==> src/rtl/ths_pkg.sv <==
package ths_pkg;
  localparam int unsigned THS_MIN_THREADS = 3;
  localparam int unsigned THS_INSTR_BYTES = 4;
endpackage

==> src/rtl/ths_slot_rotor.sv <==
module ths_slot_rotor #(
  parameter int unsigned THREADS = 3,
  parameter int unsigned TID_W   = $clog2(THREADS)
) (
  input  logic             clk,
  input  logic             rst_n,
  input  logic             advance,
  output logic [TID_W-1:0] slot
);
  localparam logic [TID_W-1:0] LAST = TID_W'(THREADS - 1);

  logic [TID_W-1:0] slot_q;

  always_ff @(posedge clk or negedge rst_n) begin
    if (!rst_n) begin
      slot_q <= '0;
    end else if (advance) begin
      slot_q <= (slot_q == LAST) ? '0 : slot_q + 1'b1;
    end
  end

  assign slot = slot_q;
endmodule

==> src/rtl/ths_pc_bank.sv <==
module ths_pc_bank #(
  parameter int unsigned       THREADS     = 3,
  parameter int unsigned       TID_W       = $clog2(THREADS),
  parameter int unsigned       PC_W        = 32,
  parameter logic [PC_W-1:0]   BOOT_BASE   = '0,
  parameter logic [PC_W-1:0]   BOOT_STRIDE = PC_W'(256)
) (
  input  logic             clk,
  input  logic             rst_n,
  input  logic             step_en,
  input  logic [TID_W-1:0] step_tid,
  input  logic             redir_valid,
  input  logic [TID_W-1:0] redir_tid,
  input  logic [PC_W-1:0]  redir_target,
  input  logic [TID_W-1:0] read_tid,
  output logic [PC_W-1:0]  read_pc
);
  localparam logic [PC_W-1:0] STEP = PC_W'(ths_pkg::THS_INSTR_BYTES);

  logic [PC_W-1:0] pc_q [THREADS];

  for (genvar i = 0; i < THREADS; i++) begin : g_thr
    localparam logic [PC_W-1:0] BOOT_I = BOOT_BASE + PC_W'(i) * BOOT_STRIDE;
    logic hit_redir;
    logic hit_step;

    assign hit_redir = redir_valid && (redir_tid == TID_W'(i));
    assign hit_step  = step_en && (step_tid == TID_W'(i));

    always_ff @(posedge clk or negedge rst_n) begin
      if (!rst_n) begin
        pc_q[i] <= BOOT_I;
      end else if (hit_redir) begin
        pc_q[i] <= redir_target;
      end else if (hit_step) begin
        pc_q[i] <= pc_q[i] + STEP;
      end
    end
  end

  assign read_pc = pc_q[read_tid];
endmodule

==> src/rtl/ths_swi_bank.sv <==
module ths_swi_bank #(
  parameter int unsigned THREADS = 3,
  parameter int unsigned TID_W   = $clog2(THREADS)
) (
  input  logic               clk,
  input  logic               rst_n,
  input  logic               set_valid,
  input  logic [TID_W-1:0]   set_tid,
  input  logic               ack_valid,
  input  logic [TID_W-1:0]   ack_tid,
  output logic [THREADS-1:0] pending
);
  logic [THREADS-1:0] pend_q;

  for (genvar i = 0; i < THREADS; i++) begin : g_bit
    logic raise;
    logic lower;

    assign raise = set_valid && (set_tid == TID_W'(i));
    assign lower = ack_valid && (ack_tid == TID_W'(i));

    always_ff @(posedge clk or negedge rst_n) begin
      if (!rst_n) begin
        pend_q[i] <= 1'b0;
      end else if (raise) begin
        pend_q[i] <= 1'b1;
      end else if (lower) begin
        pend_q[i] <= 1'b0;
      end
    end
  end

  assign pending = pend_q;
endmodule

==> src/rtl/ths_scheduler.sv <==
module ths_scheduler #(
  parameter int unsigned     THREADS     = 3,
  parameter int unsigned     PC_W        = 32,
  parameter logic [PC_W-1:0] BOOT_BASE   = '0,
  parameter logic [PC_W-1:0] BOOT_STRIDE = PC_W'(256)
) (
  input  logic                       clk,
  input  logic                       rst_n,
  output logic                       fetch_valid,
  input  logic                       fetch_ready,
  output logic [$clog2(THREADS)-1:0] fetch_tid,
  output logic [PC_W-1:0]            fetch_pc,
  input  logic                       redir_valid,
  input  logic [$clog2(THREADS)-1:0] redir_tid,
  input  logic [PC_W-1:0]            redir_target,
  input  logic                       swi_set_valid,
  input  logic [$clog2(THREADS)-1:0] swi_set_tid,
  input  logic                       swi_ack_valid,
  input  logic [$clog2(THREADS)-1:0] swi_ack_tid,
  output logic [THREADS-1:0]         swi_pending
);
  localparam int unsigned TID_W = $clog2(THREADS);

  if (THREADS < ths_pkg::THS_MIN_THREADS) begin : g_too_few
    $error("ths_scheduler: THREADS must be at least 3");
  end

  logic run_q;
  logic take;

  always_ff @(posedge clk or negedge rst_n) begin
    if (!rst_n) run_q <= 1'b0;
    else        run_q <= 1'b1;
  end

  assign fetch_valid = run_q;
  assign take        = run_q && fetch_ready;

  ths_slot_rotor #(.THREADS(THREADS), .TID_W(TID_W)) u_rotor (
    .clk     (clk),
    .rst_n   (rst_n),
    .advance (take),
    .slot    (fetch_tid)
  );

  ths_pc_bank #(
    .THREADS     (THREADS),
    .TID_W       (TID_W),
    .PC_W        (PC_W),
    .BOOT_BASE   (BOOT_BASE),
    .BOOT_STRIDE (BOOT_STRIDE)
  ) u_pcs (
    .clk          (clk),
    .rst_n        (rst_n),
    .step_en      (take),
    .step_tid     (fetch_tid),
    .redir_valid  (redir_valid),
    .redir_tid    (redir_tid),
    .redir_target (redir_target),
    .read_tid     (fetch_tid),
    .read_pc      (fetch_pc)
  );

  ths_swi_bank #(.THREADS(THREADS), .TID_W(TID_W)) u_swi (
    .clk       (clk),
    .rst_n     (rst_n),
    .set_valid (swi_set_valid),
    .set_tid   (swi_set_tid),
    .ack_valid (swi_ack_valid),
    .ack_tid   (swi_ack_tid),
    .pending   (swi_pending)
  );
endmodule

==> config.mk <==
export PLATFORM = sky130hd
export DESIGN_NAME = ths_scheduler
export DESIGN_NICKNAME = d
export VERILOG_FILES = /design/src/rtl/ths_pkg.sv /design/src/rtl/ths_slot_rotor.sv /design/src/rtl/ths_pc_bank.sv /design/src/rtl/ths_swi_bank.sv /design/src/rtl/ths_scheduler.sv
export SDC_FILE = /design/constraint.sdc
export NUM_CORES = 1
export LEC_CHECK = 0
export BUFFER_PORTS_ARGS = -buffer_cell sky130_fd_sc_hd__buf_2
export CAP_MARGIN = 10
export CORE_MARGIN = 2
export CORE_UTILIZATION = 53
export DETAILED_ROUTE_END_ITERATION = 7
export HOLD_SLACK_MARGIN = 0.08
export PLACE_DENSITY_LB_ADDON = 0.15
export SETUP_SLACK_MARGIN = 0.05
export SYNTH_ARGS = -nofsm -noshare
export SYNTH_HDL_FRONTEND = slang
export SYNTH_SLANG_ARGS = --single-unit
export TNS_END_PERCENT = 5
==> constraint.sdc <==
create_clock -name clk -period 1.7 [get_ports clk]
set_input_delay 0.17 -clock clk [delete_from_list [all_inputs] [get_ports clk]]
set_output_delay 0.17 -clock clk [all_outputs]
set_load 0.01 [all_outputs]
* Word level (Yosys, flattened, before mapping)
Cells that the tools add are included.
Word-level totals: flip-flop bits (word level) 102, bits of input ports 44, output and inout bits 38, logic and storage cells 61
Operators by class: mux-type cells 16, eq/ne operators 8, bitwise operators 1, $add $sub $neg 4, order comparisons 1, reduce and logical (&&, ||, !) cells 23
Operators by type and width (number):
- 2-to-1 mux 32 bit | 8
- adder 32 x 3 -> 32 bit, second input constant | 3
- binary-select mux 32 bit (select 2 bit) | 1
- logical AND 1 bit | 13
- nonzero test 2 bit | 6
- equality test 2 x 1 -> 1 bit, second input constant | 4
- equality test 2 bit, second input constant | 4
- logical NOT 2 bit | 4
- 2-to-1 mux 1 bit | 6
- >= comparator 3 bit, second input constant | 1
- inverter 2 -> 3 bit | 1
- adder 2 x 1 -> 2 bit, second input constant | 1
- 2-to-1 mux 2 bit | 1

* Logic depth before layout (Yosys ltp)
Gate-level depths: netlist (run 1).
word-level depth 4, mapped depth 7

* Modules after synthesis
A second synthesis (run 1) with hierarchy kept.
Second synthesis, totals: cell total of the unflattened synthesis 722, area, all modules 6287.3 µm²
Modules (own cells, without submodules):
- ths_pc_bank | area each 6033.3 µm², instances 1, cells each 702
- ths_swi_bank | area each 136.4 µm², instances 1, cells each 11
- ths_slot_rotor | area each 82.6 µm², instances 1, cells each 6
- ths_scheduler | area each 35.0 µm², instances 1, cells each 3

* Worst setup path after synthesis (run 1)
No wires, ideal clock.
path kind register to register, from register u_rotor.slot_q[1] (netlist: u_rotor.slot[1]), to register u_pcs.pc_q[31] (netlist name), period minus slack after synthesis 1.916 ns, arrival time 1.834 ns, cell stages (with the launch flop) 7, required time 1.618 ns, slack -0.216 ns, cells stage by stage dfrtp_1 > buf_6 > nand4b_4 > nor4_4 > nand3b_2 > or3_1 > a31oi_1
On the way: cells in the longest elaborated chain, start to end 3
RTL lines:
- start: declaration | RTL line ths_slot_rotor.sv:12 | logic [TID_W-1:0] slot_q;
- start signal: assignment | RTL line ths_slot_rotor.sv:18 | slot_q <= (slot_q == LAST) ? '0 : slot_q + 1'b1;
- equality test 2 bit | RTL line ths_pc_bank.sv:28 | assign hit_step = step_en && (step_tid == TID_W'(i));
- logical AND 1 bit | RTL line ths_pc_bank.sv:28
- nonzero test 2 bit (no line)
- end signal: indexed assignment | RTL line ths_pc_bank.sv:34 | pc_q[i] <= redir_target;
- end signal: indexed assignment | RTL line ths_pc_bank.sv:36 | pc_q[i] <= pc_q[i] + STEP;
- end: declaration | RTL line ths_pc_bank.sv:20 | logic [PC_W-1:0] pc_q [THREADS];
No other way between the ends. A chain may end at the register's enable or synchronous reset.

* Worst setup path after layout (run 1)
from register u_rotor.slot_q[1] (netlist: u_rotor.slot[1]), to output port fetch_pc[19]
On the way: cells in the longest elaborated chain, start to end 4
RTL lines:
- inverter 2 -> 3 bit (implied by the code) | RTL line ths_pc_bank.sv:41 | assign read_pc = pc_q[read_tid];
- binary-select mux 32 bit (select 2 bit) | RTL line ths_pc_bank.sv:41
- 2-to-1 mux 32 bit (implied by the code) (2 in a row) | RTL line ths_pc_bank.sv:41
- end: declaration | RTL line ths_scheduler.sv:12 | output logic [PC_W-1:0] fetch_pc,
No other way between the ends. The select of a mux whose other input is x is not followed.

==> metrics.csv, run 1 <==
metric,value,unit
"Net Count, Synth",759,
kind of critical path,flop to output pin,
failing checks,setup timing,
drt initial violations,529,
Ant. Diodes,0,
worst hold-check path type,primary input to flop,
# clock sinks,102,
Fin. Hold Viols,0,
setup ws final,-0.182,ns
period utilization,1.11,
Core Region,11400,um^2
sequential share of the synthesized area,0.415,
crit end category,output pin,
gr usage total,0.304,
Hold Slack,0.0813,ns
RSZ-0062 raised after global routing,yes,
DRT Pass-1 Iters,5,
DRC viols,0,
CTS root buffer,clkbuf_16,
Fmax achieved,531,MHz
Slew HR,0.659,
Slew @ Worst Pin,0.512,ns
synth warn,0,
number of global-route vias before repair,6055,
antenna violations before repair,0,
CTS tree,yes,
arrival time worst endpoint,1.71,ns
RePlAce Congestion,0.867,
mapped cell area,6160,um^2
drt wl/cell,18.0,um
Pleak,3.56,nW
mean post-synth cell area,8.65,um^2
H-tree levels,3,
Synth Register Bits,102,
Nets,944,
I/O Buffers,81,
antenna-violating nets left,0,
row count,39,
crit-path max FO,4,
Cell variety after synth,43,
die area,12500,um^2
GR Overflow Total,0,
"EDFF count, synth",0,
Die X-Extent,112,um
vias post-DR,6081,
status,"finished, violations left",
Final setup viols,48,
initial core utilization,0.542,
setup TNS,-5.69,ns
first-pass GRT wire length,30200,um
commonest register cell after synthesis,dfrtp_1,
"most common cell after layout, fill and taps aside",dfrtp_1,
HPWL after DPL,13300,um
Worst EP required,1.53,ns
most frequent cells in the layout,"dfrtp_1, buf_4, buf_2, nor2_1, nand2_1",
CTS Buf Count,9,
clk_lat worst skew,0.36,ns
vias per cell,5.82,
I/O Pins,82,
Setup Skew,0.00660,ns
post-synthesis cell count,712,
maximum VDD drop,0.782,mV
minimum clock period,1.88,ns
MaxCap Viol Count,0,
height of the die,112,um
post-synthesis async set-or-reset flop share,1.00,
power per cell area,1220,nW/um^2
CTS max path bufs,2,
final wirelength,18800,um
"Slew Viols, Final",0,
critical path startpoint category,flop,
clock slew at reported path FFs,0.07,ns
share of cells above drive strength 1,0.307,
largest net degree at the start of global routing,62,
Area growth syn-to-layout,35.1,%
layer usage:
layer | GRT usage | wire length [um] | part of all wire
met4 | 0.132 | 613 | 0.033
met2 | 0.478 | 8780 | 0.47
met3 | 0.0501 | 1150 | 0.061
met1 | 0.417 | 8270 | 0.44
met5 | 0 | 0 | 0
through the flow:
step	total power [mW]	setup WS (ns)	area, um^2	utilization	std cells
after global placement	7.10	-0.0782	7450	0.655	1001
after floorplan	5.47	-0.137	6170	-	712
final	10.2	-0.182	8330	0.732	1045
after detailed placement	7.21	-0.123	7450	0.655	1001
after CTS	9.81	-0.217	8110	0.713	1042
after global routing	10.7	-0.233	8330	0.732	1045
power breakdown:
group	leakage (nW)	internal [mW]	switching (mW)
registers	1.17	2.95	0.477
logic	2.24	2.14	2.30
clock network	0.156	1.37	0.935
total	3.56	6.47	3.71
critical path, stage by stage, from the launching register on:
cell	delay (ns)
dfrtp_2	0.42
buf_6	0.12
buf_12	0.12
nor2b_4	0.13
buf_6	0.14
clkbuf_16	0.15
nand2_1	0.05
o21ai_1	0.09
buf_2	0.15
layout make-up:
type,instances,area [um^2]
Multi-Input combinational cell,557,3590
Clock buffer,13,260
Timing Repair Buffer,216,1630
Tap cell,143,179
Inverter,11,41.3
Sequential cell,102,2560
Clock inverter,3,67.6
Fill cell,843,3040
registers in the layout, indices dropped and copies added, names as in the netlist:
signal / count
u_swi.pending: 3
u_pcs.pc_q: 96
u_rotor.slot: 2
fetch_valid: 1
kinds of logic after synthesis:
logic type / count (synthesis) / synth area share
muxes: 43 / 0.0717
and+or+nand+nor: 300 / 0.246
xor gates and xnor gates: 84 / 0.119
DFF: 102 / 0.415
buffers and inverters: 53 / 0.0345
other: 1 / 0.000609
AOI/OAI and AO/OA: 126 / 0.107
adders and majority gates: 3 / 0.00609
synthesized netlist by cell type (28+ instances only):
cell type	count	area, um^2
nand3_1	30	150
a21oi_1	56	280
nor2_1	72	270
clkbuf_1	33	124
mux2i_1	34	340
dfrtp_1	100	2500
nand4_1	41	257
xor2_1	48	420
o21ai_1	28	140
o21ai_0	33	165
nand2_1	84	315
xnor2_1	36	315
path summary, 6_finish.rpt:
check                      slack [ns]                           end  depth (start not counted)                    startpoint
max                             -0.18                  fetch_pc[19]                          8   u_rotor.slot[1]$_DFFE_PN0P_
min                              0.08    u_pcs.pc_q[83]$_DFFE_PN0P_                          3              redir_target[19]
max reg2reg                     -0.15    u_pcs.pc_q[95]$_DFFE_PN0P_                          6   u_rotor.slot[1]$_DFFE_PN0P_
min reg2reg                      0.51  u_swi.pending[2]$_DFFE_PN0P_                          1  u_swi.pending[2]$_DFFE_PN0P_
max in group asynchronous        0.69    u_pcs.pc_q[24]$_DFFE_PN0P_                          3                         rst_n
min in group asynchronous        0.33     u_pcs.pc_q[7]$_DFFE_PN0P_                          2                         rst_n
what timing repair did:
item / 4_1_cts / 5_1_grt
setup endpoints to repair: 78 / 104
cloned: 2 / 1
hold buffers: 21 / 0
pin swaps: 13 / 7
setup buffers: 2 / 2
gates resized for setup: 46 / 56
hold endpoints to repair: 57 / 0
Power figures use the tool's default switching activity.
==> run 2, diff against run 1 <==
- CORE_MARGIN: 2 -> 1
==> metrics.csv, run 2 (synthesized netlist as in run 1, its figures left out) <==
metric,value,unit,change
drt initial violations,519,,was 529
clk_lat worst skew,0.36,ns,about the same
most frequent cells in the layout,"dfrtp_1, buf_4, buf_2, nand2_1, nor2_1",,"was dfrtp_1, buf_4, buf_2, nor2_1, nand2_1"
DRT Pass-1 Iters,5,,unchanged
number of global-route vias before repair,6016,,was 6055
CTS root buffer,clkbuf_16,,unchanged
Ant. Diodes,0,,unchanged
I/O Pins,82,,unchanged
critical path's most frequent cell,buf_12,,was buf_6
setup ws final,-0.160,ns,was -0.182 ns
Fmax achieved,538,MHz,was 531 MHz
Hold Path Cell Cnt,3,,unchanged
Setup Skew,0.00882,ns,was 0.00660 ns
DRC viols,0,,unchanged
final wirelength,20300,um,was 18800 um
MaxCap Viol Count,0,,unchanged
"setup slack, reg-to-reg",-0.15,ns,about the same
maximum VDD drop,0.882,mV,was 0.782 mV
Tot Pwr,10.2,mW,about the same
worst hold-check path type,primary input to flop,,unchanged
I/O Buffers,81,,unchanged
kind of critical path,flop to output pin,,unchanged
Slew @ Worst Pin,0.639,ns,was 0.512 ns
Final setup viols,47,,was 48
drt wl/cell,19.3,um,was 18.0 um
cell breakdown of the critical path,buf_12 > nor2b_4 > buf_12 > buf_12 > nand2_1 > o21ai_1 > buf_2,,was buf_6 > buf_12 > nor2b_4 > buf_6 > clkbuf_16 > nand2_1 > o21ai_1 > buf_2
clock slew at reported path FFs,0.07,ns,about the same
Multi-input gate area,3690,um^2,was 3590 um^2
R2R Path Start,u_rotor.slot[1]$_DFFE_PN0P_,,unchanged
H-tree levels,3,,unchanged
critical path startpoint category,flop,,unchanged
"Slew Viols, Final",0,,unchanged
HP Start,redir_target[18],,was redir_target[19]
Die X-Extent,110,um,was 112 um
crit-path max FO,8,,was 4
r2r endpoint,u_pcs.pc_q[95]$_DFFE_PN0P_,,unchanged
CTS Buf Count,9,,unchanged
"most common cell after layout, fill and taps aside",dfrtp_1,,unchanged
initial core utilization,0.542,,unchanged
Fin. Hold Viols,0,,unchanged
antenna-violating nets left,0,,unchanged
share of cells above drive strength 1,0.325,,was 0.307
die area,12100,um^2,was 12500 um^2
status,"finished, violations left",,unchanged
RePlAce Congestion,0.910,,was 0.867
antenna violations before repair,0,,unchanged
Worst EP required,1.53,ns,about the same
Area growth syn-to-layout,38.2,%,was 35.1%
first-pass GRT wire length,30400,um,was 30200 um
hold endpoint,u_pcs.pc_q[82]$_DFFE_PN0P_,,was u_pcs.pc_q[83]$_DFFE_PN0P_
arrival time worst endpoint,1.69,ns,was 1.71 ns
power per cell area,1190,nW/um^2,was 1220 nW/um^2
minimum clock period,1.86,ns,was 1.88 ns
HPWL after DPL,13400,um,was 13300 um
Slowest cell on crit path,dfrtp_2,,unchanged
Sequential Area,2560,um^2,unchanged
gr usage total,0.339,,was 0.304
row count,39,,unchanged
setup TNS,-4.89,ns,was -5.69 ns
largest stage delay on the critical path,0.46,ns,was 0.42 ns
r2r worst-path depth,6,,unchanged
DP Worst Slack,-0.0582,ns,was -0.123 ns
Slew HR,0.573,,was 0.659
failing checks,setup timing,,unchanged
Core Region,11400,um^2,unchanged
period utilization,1.09,,was 1.11
max FFs per register,96,,unchanged
crit end category,output pin,,unchanged
height of the die,110,um,was 112 um
Pleak,3.62,nW,was 3.56 nW
vias post-DR,6190,,was 6081
CTS max path bufs,2,,unchanged
RSZ-0062 raised after global routing,yes,,unchanged
CTS tree,yes,,unchanged
GR Overflow Total,0,,unchanged
Nets,948,,was 944
# clock sinks,102,,unchanged
# fillers,859,,was 843
Biggest register,u_pcs.pc_q,,unchanged
vias per cell,5.90,,was 5.82
largest net degree at the start of global routing,39,,was 62
[run 2: changes by cell type in the layout (fill, tap and decap cells not counted), moves of 3 or more]
cell,change
buf_4,-10
nor3_1,-7
o21ai_1,+7
buf_6,+6
nor3_2,+6
o21ai_0,-6
buf_12,+5
dlygate4sd3_1,+5
xnor2_1,-3
xnor2_2,+3
[run 2: layout make-up]
class,count,share of cell area
clock inverter,3,0.00500
timing repair buffer,220,0.205
sequential,102,0.300
tap,143,0.0210
clock buffer,13,0.0306
multi-input combinational,557,0.433
inverter,11,0.00485
[run 2: routing by layer]
layer  routed length, um  vias to the layer above  track usage
li1                    -                     2864            -
met1                8260                     3048        0.435
met2               10200                      233        0.565
met3                1310                       45       0.0652
met4                 458                        0        0.131
met5                   0                        -            0
[run 2: worst max path at each step]
stage,startpoint,to,slack (ns),cells after the start
floorplan,u_rotor.slot[1]$_DFFE_PN0P_,u_pcs.pc_q[31]$_DFFE_PN0P_,-0.14,6
detailed placement,u_pcs.pc_q[9]$_DFFE_PN1P_,u_pcs.pc_q[31]$_DFFE_PN0P_,-0.06,6
finish,u_rotor.slot[1]$_DFFE_PN0P_,fetch_pc[2],-0.16,7
global route,u_rotor.slot[1]$_DFFE_PN0P_,u_pcs.pc_q[81]$_DFFE_PN0P_,-0.24,8
global placement,u_pcs.pc_q[9]$_DFFE_PN1P_,u_pcs.pc_q[31]$_DFFE_PN0P_,-0.02,6
CTS,u_rotor.slot[1]$_DFFE_PN0P_,fetch_pc[13],-0.17,7
[run 2: repair_timing]
| item | in CTS | in global routing |
|---|---|---|
| buffers inserted | 4 | 5 |
| pin swaps | 27 | 38 |
| endpoints found under the setup margin | 60 | 104 |
| endpoints found under the hold margin | 54 | 0 |
| resized for setup | 58 | 78 |
| gates cloned | 2 | 1 |
| hold buffers | 26 | 0 |
[run 2: worst max-delay path: cells and delay by family, from the launching register on]
family | cells | cell delay [ns]
AO/OA/AOI/OAI | 1 | 0.10
flip-flops | 1 | 0.46
AND/OR/NAND/NOR | 2 | 0.17
buffers and inverters | 4 | 0.60
[run 2: metrics by stage]
| step | hold slack, ns | cell area, um^2 | util | cells |
|---|---|---|---|---|
| 2_1_floorplan | -0.126 | 6170 | - | 712 |
| 3_3_place_gp | 0.141 | 7420 | 0.653 | 996 |
| 3_5_place_dp | 0.149 | 7420 | 0.653 | 996 |
| 4_1_cts | 0.0813 | 8220 | 0.723 | 1044 |
| 5_1_grt | 0.0956 | 8520 | 0.749 | 1049 |
| 6_report | 0.0958 | 8520 | 0.749 | 1049 |
[run 2: power by group]
part / switching, mW / internal, mW
Clock: 0.924 / 1.22
Combinational: 2.38 / 2.19
Sequential: 0.511 / 2.95
Total: 3.81 / 6.36
==> run 3, diff against run 2 <==
- ABC_AREA: not set -> 1
- BUFFER_PORTS_ARGS: -buffer_cell sky130_fd_sc_hd__buf_2 -> -buffer_cell sky130_fd_sc_hd__buf_4
- CORE_UTILIZATION: 53 -> 54
==> metrics.csv, run 3 <==
metric,value,unit,change
maximum VDD drop,0.858,mV,was 0.882 mV
Final Non-Filler Cells,1428,,was 1049
die area,14500,um^2,was 12100 um^2
vias post-DR,8058,,was 6190
most frequent cells in the layout,"nand2_1, inv_1, nand3_1, nor2_1, dfrtp_1",,"was dfrtp_1, buf_4, buf_2, nand2_1, nor2_1"
synth warn,0,,unchanged
largest stage delay on the critical path,0.38,ns,was 0.46 ns
DRT Pass-1 Iters,6,,was 5
sequential share of the synthesized area,0.337,,was 0.415
failing checks,setup timing,,unchanged
CTS root buffer,clkbuf_16,,unchanged
CTS Buf Count,9,,unchanged
clk_lat worst skew,0.36,ns,about the same
DRC viols,0,,unchanged
Fmax achieved,558,MHz,was 538 MHz
power per cell area,1360,nW/um^2,was 1190 nW/um^2
Nets,1294,,was 948
post-synthesis async set-or-reset flop share,1.00,,unchanged
RSZ-0062 raised after global routing,yes,,unchanged
antenna-violating nets left,0,,unchanged
Tot Pwr,12.4,mW,was 10.2 mW
largest cells by area after synthesis,"dfrtp_1, nand2_1, inv_1",,"was dfrtp_1, xor2_1, mux2i_1"
GR Overflow Total,0,,unchanged
Worst EP required,1.53,ns,about the same
mapped cell area,7580,um^2,was 6160 um^2
post-synthesis cell count,1147,,was 712
gr usage total,0.354,,was 0.339
"Net Count, Synth",1194,,was 759
Pleak,4.26,nW,was 3.62 nW
HPWL after DPL,18900,um,was 13400 um
max FFs per register,96,,unchanged
critical path's most frequent cell,buf_6,,was buf_12
Area growth syn-to-layout,20.0,%,was 38.2%
vias per cell,5.64,,was 5.90
mean post-synth cell area,6.61,um^2,was 8.65 um^2
Slowest cell on crit path,dfrtp_1,,was dfrtp_2
Final setup viols,30,,was 47
MaxCap Viol Count,0,,unchanged
CTS tree,yes,,unchanged
"EDFF count, synth",0,,unchanged
Setup Skew,0.00747,ns,was 0.00882 ns
cell breakdown of the critical path,buf_6 > nor2_4 > buf_12 > buf_6 > buf_6 > a22oi_2 > nand2_1 > buf_6,,was buf_12 > nor2b_4 > buf_12 > buf_12 > nand2_1 > o21ai_1 > buf_2
dpl cells,1397,,was 996
Synth Register Bits,102,,unchanged
minimum clock period,1.79,ns,was 1.86 ns
CTS max path bufs,2,,unchanged
Cell variety after synth,36,,was 43
Fin. Hold Viols,0,,unchanged
share of cells above drive strength 1,0.181,,was 0.325
synth cell count leaders,"nand2_1, inv_1, nor2_1",,"was dfrtp_1, nand2_1, nor2_1"
post-synth top area share,0.330,,was 0.406
drt initial violations,1065,,was 519
drt wl/cell,17.4,um,was 19.3 um
r2r worst-path depth,10,,was 6
clock slew at reported path FFs,0.07,ns,about the same
Hold Path Cell Cnt,2,,was 3
H-tree levels,3,,unchanged
period utilization,1.05,,was 1.09
crit-path max FO,8,,unchanged
antenna violations before repair,1,,was 0
Yosys top cell by area,dfrtp_1,,unchanged
"Slew Viols, Final",0,,unchanged
RePlAce Congestion,0.978,,was 0.910
I/O Buffers,81,,unchanged
arrival time worst endpoint,1.62,ns,was 1.69 ns
Biggest register,u_pcs.pc_q,,unchanged
# clock sinks,102,,unchanged
worst hold-check path type,primary input to flop,,unchanged
commonest register cell after synthesis,dfrtp_1,,unchanged
number of global-route vias before repair,7390,,was 6016
largest net degree at the start of global routing,73,,was 39
crit end category,output pin,,unchanged
row count,42,,was 39
Die X-Extent,120,um,was 110 um
final wirelength,24800,um,was 20300 um
setup ws final,-0.0920,ns,was -0.160 ns
kind of critical path,flop to output pin,,unchanged
height of the die,120,um,was 110 um
Ant. Diodes,0,,unchanged
critical path startpoint category,flop,,unchanged
initial core utilization,0.563,,was 0.542
first-pass GRT wire length,39000,um,was 30400 um
I/O Pins,82,,unchanged
status,"finished, violations left",,unchanged
most frequent cell after synthesis,nand2_1,,was dfrtp_1
Core Region,13500,um^2,was 11400 um^2
"most common cell after layout, fill and taps aside",nand2_1,,was dfrtp_1
==> run 3: cells by family (layout without fill, tap and decap cells) <==
logic type	Yosys count	count (layout)	share of synthesized area
xor+xnor	19	19	0.0220
simple gates	620	620	0.359
buf+inv	230	335	0.125
fa+ha+maj	3	3	0.00495
other cells	1	1	0.000495
compound gates	172	172	0.152
flops	102	102	0.337
==> run 3: worst paths after layout <==
path | start | slack [ns] | end
worst max-delay path | u_rotor.slot[0]$_DFFE_PN0P_ | -0.09 | fetch_pc[4]
worst max register to register | u_rotor.slot[0]$_DFFE_PN0P_ | 0.06 | u_pcs.pc_q[81]$_DFFE_PN0P_
max in group asynchronous | rst_n | 0.97 | u_rotor.slot[1]$_DFFE_PN0P_
min in group asynchronous | rst_n | 0.37 | u_swi.pending[1]$_DFFE_PN0P_
worst min register to register | u_pcs.pc_q[65]$_DFFE_PN0P_ | 0.49 | u_pcs.pc_q[65]$_DFFE_PN0P_
worst min-delay path | swi_set_tid[1] | 0.08 | u_swi.pending[2]$_DFFE_PN0P_
==> run 3: critical path: cells and delay by family (launching register included) <==
| kind | cells | cell delay, ns |
|---|---|---|
| and+or+nand+nor | 2 | 0.12 |
| DFF | 1 | 0.38 |
| buffers and inverters | 5 | 0.62 |
| AOI/OAI and AO/OA | 1 | 0.14 |
==> run 3: routing by layer <==
layer  GRT usage  vias up  routed length (um)
li1            -     3885                   -
met1       0.487     3710               10400
met2       0.557      411               11300
met3      0.0755       52                2550
met4       0.115        0                 551
met5           0        -                   0
==> run 3: report_power, final <==
| part | switching [mW] | internal (mW) | total, mW |
|---|---|---|---|
| combinational | 3.25 | 2.37 | 5.62 |
| sequential | 1.14 | 3.25 | 4.39 |
| clock | 0.970 | 1.37 | 2.34 |
| total | 5.36 | 6.99 | 12.4 |
==> run 3: timing repair <==
item,in CTS,in global routing
pin swaps,2,5
hold buffers,9,0
hold endpoints to repair,108,0
setup buffers,6,0
setup endpoints to repair,32,94
resized for setup,22,28
gates cloned,1,0
==> run 3: layout make-up <==
type	count	area, um^2
repair buffers	120	1030
fillers	1218	4360
clock buffers	11	253
flip-flops and latches	102	2560
clock inverters	5	81.3
inverters	199	749
multi-input cells	815	4200
well taps	176	220
==> run 3: per-stage QoR <==
stage / cell area [um^2] / hold slack, ns / worst slack [ns] / util / setup TNS, ns
6_report: 9100 / 0.0827 / -0.0920 / 0.676 / -1.73
5_1_grt: 9100 / 0.0965 / -0.126 / 0.676 / -3.22
4_1_cts: 9010 / 0.0839 / -0.0811 / 0.670 / -1.22
3_5_place_dp: 8440 / 0.230 / 0.0677 / 0.627 / 0
3_3_place_gp: 8440 / 0.224 / 0.0954 / 0.627 / 0
2_1_floorplan: 7580 / -0.126 / 0.308 / - / 0
